$ cat src/rtl/apx_pkg.sv
package apx_pkg;
   typedef enum logic [1:0] {
      APX_IDLE = 2'd0,
      APX_MOVE = 2'd1,
      APX_FIN  = 2'd2
   } apx_state_e;
endpackage

$ cat src/rtl/apx_addr_gen.sv
module apx_addr_gen #(
   parameter int ADDR_W = 32,
   parameter int DISP_W = 16,
   parameter int STEP   = 2
) (
   input  logic              clk,
   input  logic              rst_n,
   input  logic              load_i,
   input  logic              adv_i,
   input  logic [ADDR_W-1:0] base_i,
   input  logic [DISP_W-1:0] disp_i,
   output logic [ADDR_W-1:0] addr_o
);
   localparam int EXT_W = ADDR_W - DISP_W;
   localparam logic [ADDR_W-1:0] STEP_V = ADDR_W'(STEP);

   logic [ADDR_W-1:0] disp_ext;
   logic [ADDR_W-1:0] addr_q;

   generate
      if (DISP_W > ADDR_W || DISP_W < 1) begin : g_bad_disp
         $error("apx_addr_gen: displacement width must be 1..ADDR_W");
      end
      if (STEP < 1) begin : g_bad_step
         $error("apx_addr_gen: step must be positive");
      end
      if (EXT_W > 0) begin : g_sext
         assign disp_ext = {{EXT_W{disp_i[DISP_W-1]}}, disp_i};
      end else begin : g_full
         assign disp_ext = disp_i[ADDR_W-1:0];
      end
   endgenerate

   always_ff @(posedge clk or negedge rst_n) begin
      if (!rst_n)      addr_q <= '0;
      else if (load_i) addr_q <= base_i + disp_ext;
      else if (adv_i)  addr_q <= addr_q + STEP_V;
   end

   assign addr_o = addr_q;
endmodule

$ cat src/rtl/apx_seq.sv
module apx_seq
   import apx_pkg::*;
#(
   parameter int NLANES = 4,
   localparam int LANE_W = (NLANES > 1) ? $clog2(NLANES) : 1
) (
   input  logic              clk,
   input  logic              rst_n,
   input  logic              start_i,
   input  logic              long_i,
   input  logic              ack_i,
   output logic              load_o,
   output logic              adv_o,
   output logic              req_o,
   output logic              done_o,
   output logic              busy_o,
   output logic [LANE_W-1:0] lane_o
);
   localparam logic [LANE_W-1:0] LAST_LANE  = LANE_W'(NLANES - 1);
   localparam logic [LANE_W-1:0] SHORT_LANE = LANE_W'(NLANES / 2);

   apx_state_e        state_q;
   logic [LANE_W-1:0] lane_q;

   generate
      if (NLANES < 2 || (NLANES % 2) != 0) begin : g_bad_lanes
         $error("apx_seq: lane count must be even and at least 2");
      end
   endgenerate

   assign load_o = (state_q == APX_IDLE) && start_i;
   assign req_o  = (state_q == APX_MOVE);
   assign adv_o  = req_o && ack_i;
   assign done_o = (state_q == APX_FIN);
   assign busy_o = (state_q != APX_IDLE);
   assign lane_o = lane_q;

   always_ff @(posedge clk or negedge rst_n) begin
      if (!rst_n) begin
         state_q <= APX_IDLE;
         lane_q  <= '0;
      end else begin
         unique case (state_q)
            APX_IDLE: if (start_i) begin
               state_q <= APX_MOVE;
               lane_q  <= long_i ? '0 : SHORT_LANE;
            end
            APX_MOVE: if (ack_i) begin
               if (lane_q == LAST_LANE) state_q <= APX_FIN;
               else                     lane_q  <= lane_q + 1'b1;
            end
            APX_FIN:  state_q <= APX_IDLE;
            default:  state_q <= APX_IDLE;
         endcase
      end
   end


   done_pulse_chk: assert property (@(posedge clk) disable iff (!rst_n)
      done_o |=> !done_o);
endmodule

$ cat src/rtl/apx_lane.sv
module apx_lane #(
   parameter int REG_W  = 32,
   parameter int BYTE_W = 8,
   localparam int NLANES = REG_W / BYTE_W,
   localparam int LANE_W = (NLANES > 1) ? $clog2(NLANES) : 1
) (
   input  logic              clk,
   input  logic              rst_n,
   input  logic              load_i,
   input  logic [REG_W-1:0]  load_val_i,
   input  logic              cap_i,
   input  logic [LANE_W-1:0] lane_i,
   input  logic [BYTE_W-1:0] byte_i,
   output logic [REG_W-1:0]  data_o,
   output logic [BYTE_W-1:0] byte_o
);
   logic [BYTE_W-1:0] slot_q [NLANES];

   generate
      if ((REG_W % BYTE_W) != 0) begin : g_bad_width
         $error("apx_lane: register width must be a multiple of byte width");
      end
      for (genvar g = 0; g < NLANES; g++) begin : g_slot
         // lane index 0 addresses the most significant slot
         localparam logic [LANE_W-1:0] MY_LANE = LANE_W'(NLANES - 1 - g);
         always_ff @(posedge clk or negedge rst_n) begin
            if (!rst_n)                          slot_q[g] <= '0;
            else if (load_i)                     slot_q[g] <= load_val_i[g*BYTE_W +: BYTE_W];
            else if (cap_i && lane_i == MY_LANE) slot_q[g] <= byte_i;
         end
         assign data_o[g*BYTE_W +: BYTE_W] = slot_q[g];
      end
   endgenerate

   always_comb begin
      byte_o = '0;
      for (int i = 0; i < NLANES; i++) begin
         if (lane_i == LANE_W'(NLANES - 1 - i)) byte_o = slot_q[i];
      end
   end
endmodule

$ cat src/rtl/apx_xfer_top.sv
module apx_xfer_top #(
   parameter int ADDR_W = 32,
   parameter int DISP_W = 16,
   parameter int REG_W  = 32,
   parameter int BYTE_W = 8,
   parameter int STEP   = 2
) (
   input  logic              clk,
   input  logic              rst_n,
   input  logic              start_i,
   input  logic              dir_rd_i,
   input  logic              size_long_i,
   input  logic [ADDR_W-1:0] base_i,
   input  logic [DISP_W-1:0] disp_i,
   input  logic [REG_W-1:0]  reg_wdata_i,
   output logic [REG_W-1:0]  reg_rdata_o,
   output logic              mem_req_o,
   output logic              mem_we_o,
   output logic [ADDR_W-1:0] mem_addr_o,
   output logic [BYTE_W-1:0] mem_wdata_o,
   input  logic [BYTE_W-1:0] mem_rdata_i,
   input  logic              mem_ack_i,
   output logic              busy_o,
   output logic              done_o
);
   localparam int NLANES = REG_W / BYTE_W;
   localparam int LANE_W = (NLANES > 1) ? $clog2(NLANES) : 1;
   localparam logic [ADDR_W-1:0] STEP_V = ADDR_W'(STEP);

   logic              load, adv, we_q;
   logic [LANE_W-1:0] lane;

   apx_seq #(.NLANES(NLANES)) u_seq (
      .clk(clk), .rst_n(rst_n), .start_i(start_i), .long_i(size_long_i),
      .ack_i(mem_ack_i), .load_o(load), .adv_o(adv), .req_o(mem_req_o),
      .done_o(done_o), .busy_o(busy_o), .lane_o(lane)
   );

   apx_addr_gen #(.ADDR_W(ADDR_W), .DISP_W(DISP_W), .STEP(STEP)) u_addr (
      .clk(clk), .rst_n(rst_n), .load_i(load), .adv_i(adv),
      .base_i(base_i), .disp_i(disp_i), .addr_o(mem_addr_o)
   );

   apx_lane #(.REG_W(REG_W), .BYTE_W(BYTE_W)) u_lane (
      .clk(clk), .rst_n(rst_n), .load_i(load), .load_val_i(reg_wdata_i),
      .cap_i(adv && !we_q), .lane_i(lane), .byte_i(mem_rdata_i),
      .data_o(reg_rdata_o), .byte_o(mem_wdata_o)
   );

   always_ff @(posedge clk or negedge rst_n) begin
      if (!rst_n)    we_q <= 1'b0;
      else if (load) we_q <= !dir_rd_i;
   end

   assign mem_we_o = we_q;


   hold_until_ack_chk: assert property (@(posedge clk) disable iff (!rst_n)
      (mem_req_o && !mem_ack_i) |=> (mem_req_o && $stable(mem_addr_o)
                                     && $stable(mem_wdata_o) && $stable(mem_we_o)));


   addr_step_chk: assert property (@(posedge clk) disable iff (!rst_n)
      (mem_req_o && mem_ack_i) |=> (!mem_req_o || mem_addr_o == $past(mem_addr_o) + STEP_V));


   done_after_ack_chk: assert property (@(posedge clk) disable iff (!rst_n)
      $rose(done_o) |-> $past(mem_req_o && mem_ack_i));


   req_implies_busy_chk: assert property (@(posedge clk) disable iff (!rst_n)
      done_o |-> (busy_o && !mem_req_o));
endmodule

$ cat config.mk
export PLATFORM = sky130hd
export DESIGN_NAME = apx_xfer_top
export DESIGN_NICKNAME = d
export VERILOG_FILES = /design/src/rtl/apx_pkg.sv /design/src/rtl/apx_addr_gen.sv /design/src/rtl/apx_seq.sv /design/src/rtl/apx_lane.sv /design/src/rtl/apx_xfer_top.sv
export SDC_FILE = /design/constraint.sdc
export NUM_CORES = 1
export LEC_CHECK = 0
export ABC_AREA = 0
export BUFFER_PORTS_ARGS = -buffer_cell sky130_fd_sc_hd__buf_2
export CAP_MARGIN = 20
export CORE_MARGIN = 5
export CORE_UTILIZATION = 48
export DETAILED_ROUTE_END_ITERATION = 7
export PLACE_DENSITY_LB_ADDON = 0.15
export SETUP_SLACK_MARGIN = 0.3
export SLEW_MARGIN = 20
export SYNTH_ARGS = -nofsm -noshare
export SYNTH_HDL_FRONTEND = slang
export SYNTH_SLANG_ARGS = --single-unit
export TNS_END_PERCENT = 30
$ cat constraint.sdc
create_clock -name clk -period 1.9 [get_ports clk]
set_input_delay 0 -clock clk [delete_from_list [all_inputs] [get_ports clk]]
set_output_delay 0 -clock clk [all_outputs]
set_load 0.005 [all_outputs]
==> reports/results.txt <==
DRT Pass-1 Iters: 6
GRT Resource Usage Total: 29.5%
Largest family of logic cells by synthesized area: compound AO/OA/AOI/OAI gates
Final Hold Viols: 2
Crit end category: register
Seq cells post-synth: 69
Avg Inst Size Synth: 7.86 µm²
Multi-input gate area: 4120 µm²
Final hold slack: -0.0128 ns
Final Cycle Share: 105%
IO buf count: 169
Share of layout cells above drive strength 1: 43.1%
Initial core utilization: 48.7%
Post-Synthesis Cell Area: 5510 µm²
CTS sink cnt: 69
Grt ovf: 0
Routed WL per cell: 19.8 µm
Critical path fanouts, max: 4
Num rows: 39
Initial DRC count: 801
Vias per cell: 6.09
Worst-Skew Late Latency: 0.34 ns
CTS tree: done
Final setup violation count: 7
Routability cong.: 0.921
Status: complete, but fails checks
Worst Path Arrival: 2.24 ns
Compound-cell area share of the yosys netlist: 27.0%
DRC violations left: 0
DPL Wire Length: 15,400 µm
Startpoint types: register
CTS Buf Count: 9
H-tree lvl count: 3
Maximum VDD drop: 0.962 mV
Simple-gate share of the synthesized area: 22.6%
Most common cell after layout, fill and taps aside: buf_2
Setup TNS after final layout: -0.319 ns
Largest area contributor in the netlist: dfrtp_1
Yosys cell types: 59
Syn Inst Count: 701
Critical path data required time: 2.14 ns
Maximum clock rate: 0.500 GHz
Area delta synth->final: 63.4%
Vias in the first global route: 6,861
Slew Limit Headroom: 65.5%
Clk slew on worst S/H paths: 0.06 ns
Post-synthesis sequential area ratio: 31.3%
RSZ-0062 raised after global routing: yes
Xor-xnor portion of the synthesized cell area: 6.67%
Die Height: 117 µm
Drt total wl: 23,700 µm
Pin count of the biggest net entering global routing: 36
Crit Path Class: register to register
Mapped Nets: 832
Leak: 0.00434 µW
Commonest cells after routing, fill and taps aside: 168 x buf_2, 147 x buf_4, 97 x nand2_1, 71 x a21oi_1, 64 x dfrtp_1
Max-Cap Viols: 0
Fill count: 733
Die footprint: 13,700 µm²
Final critical-path required period: 2.00 ns
Post-synth EDFFs: 0
Post-synth top area share: 31.3%
Worst Skew: 0.0163 ns
Violated checks: hold timing, setup timing
Hold WC Path Type: input pin to register
Clock Path Buffers: 2
Async set-reset flop share out of synthesis: 100%
Predominant post-synthesis flop cell: dfrtp_1
Fin. max-slew vios: 0
Clk root buf: clkbuf_16
Core Box Area: 11,300 µm²
Initial antenna violation count: 0
Worst slew pin tran: 0.512 ns
Synth Area in Adders: 8.53%
Yosys Warn Count: 0
Final ANT Viol Nets: 0
Vias: 7,279
Pre-CTS setup slack: -0.393 ns
Pwr Density: 1230 nW/µm²
Synth area leaders: dfrtp_1 31%, a21oi_1 8.2%, ha_1 8.2%
Fin nets: 1,178
Post-synthesis mux area share: 0.545%
Worst setup margin: -0.0998 ns
DIE WIDTH: 117 µm
First-pass GRT wire length: 32,600 µm
# IOs: 170
Reg area: 1730 µm²
cell families (layout without fill, tap and decap cells):
group | count (synthesis) | in the layout
adders and majority gates | 37 | 37
and+or+nand+nor | 259 | 259
xor gates and xnor gates | 42 | 42
AOI/OAI and AO/OA | 243 | 243
buffers and inverters | 48 | 398
other | 0 | 1
muxes | 3 | 3
DFF | 69 | 69
power by group:
part | internal (µW) | switching (µW) | leakage (µW)
Combinational | 3050 | 3420 | 0.00337
Clock | 1000 | 661 | 0.000138
Sequential | 2180 | 728 | 0.000827
Total | 6230 | 4810 | 0.00434
synthesized netlist by cell type, types with 3 or more instances:
cell type / n
a211oi_1: 10
a21o_1: 9
a21oi_1: 90
a22oi_1: 7
a31oi_1: 4
and2_1: 13
and3_1: 12
and4_1: 5
clkbuf_1: 34
dfrtp_1: 69
ha_1: 36
inv_1: 12
mux2i_1: 3
nand2_1: 104
nand3_1: 21
nand4_1: 15
nor2_1: 46
nor2b_1: 5
nor3_1: 15
nor4_1: 8
o211a_1: 8
o211ai_1: 3
o21a_1: 4
o21ai_0: 73
o21bai_1: 4
o22ai_1: 4
o31ai_1: 4
xnor2_1: 29
xor2_1: 13
final timing paths:
path	end	depth (start not counted)	from	slack [ns]
max	u_addr.addr_o[15]	8	u_addr.addr_o[1]	-0.1
min	u_lane.data_o[7]	3	reg_wdata_i[7]	-0.01
max reg2reg	u_addr.addr_o[15]	8	u_addr.addr_o[1]	-0.1
min reg2reg	u_addr.addr_o[0]	2	u_addr.addr_o[0]	0.49
max in group asynchronous	u_addr.addr_o[18]	3	rst_n	1.01
min in group asynchronous	u_addr.addr_o[0]	2	rst_n	0.17
worst max-delay path, cell delays in order, from the launching register on:
cell and delay [ns]:
dfrtp_1 0.39, ha_2 0.20, nand4_1 0.16, buf_4 0.18, or3_4 0.37, nor3_1 0.24, xor2_1 0.22, nand2_1 0.08
o21ai_0 0.08
per-stage QoR:
step	hold WS (ns)	area, µm²	power (µW)	util, %	std cells
after floorplan	-0.296	5630	5280	-	701
after global placement	-0.00965	7640	7610	67.5	1122
after detailed placement	-0.0192	7640	7790	67.5	1122
after CTS	0.00111	8520	9880	75.3	1179
after global routing	0.0187	9010	11600	79.6	1194
final	-0.0128	9010	11000	79.6	1195
per-layer routing:
metal	track usage [%]	vias up	part of all wire [%]
met1	36.3	3433	38
met3	2.67	123	7.8
li1	-	3269	-
met2	53.1	454	50
met4	11.9	0	4.8
met5	0	-	0
registers in the layout, indices dropped and copies added, names as in the netlist:
| name | cells |
|---|---|
| u_seq.lane_o | 2 |
| u_seq.state_q | 2 |
| u_lane.data_o | 32 |
| u_addr.addr_o | 32 |
| mem_we_o | 1 |
area by class of cell:
class                      count  share of cell area (%)
clock buffer                  10                    2.54
sequential                    69                    19.2
antenna                        1                  0.0278
timing repair buffer         371                    29.4
inverter                      12                   0.500
clock inverter                 5                   0.583
multi-input combinational    584                    45.7
tap                          143                    1.99
timing repair:
item / 4_1_cts / 5_1_grt
setup buffers: 14 / 11
gates cloned: 0 / 4
endpoints found under the hold margin: 45 / 0
resized for setup: 52 / 95
setup endpoints to repair: 67 / 70
hold buffers: 28 / 0
pin swaps: 25 / 56
No activity file was read; power rests on OpenSTA's default activity.
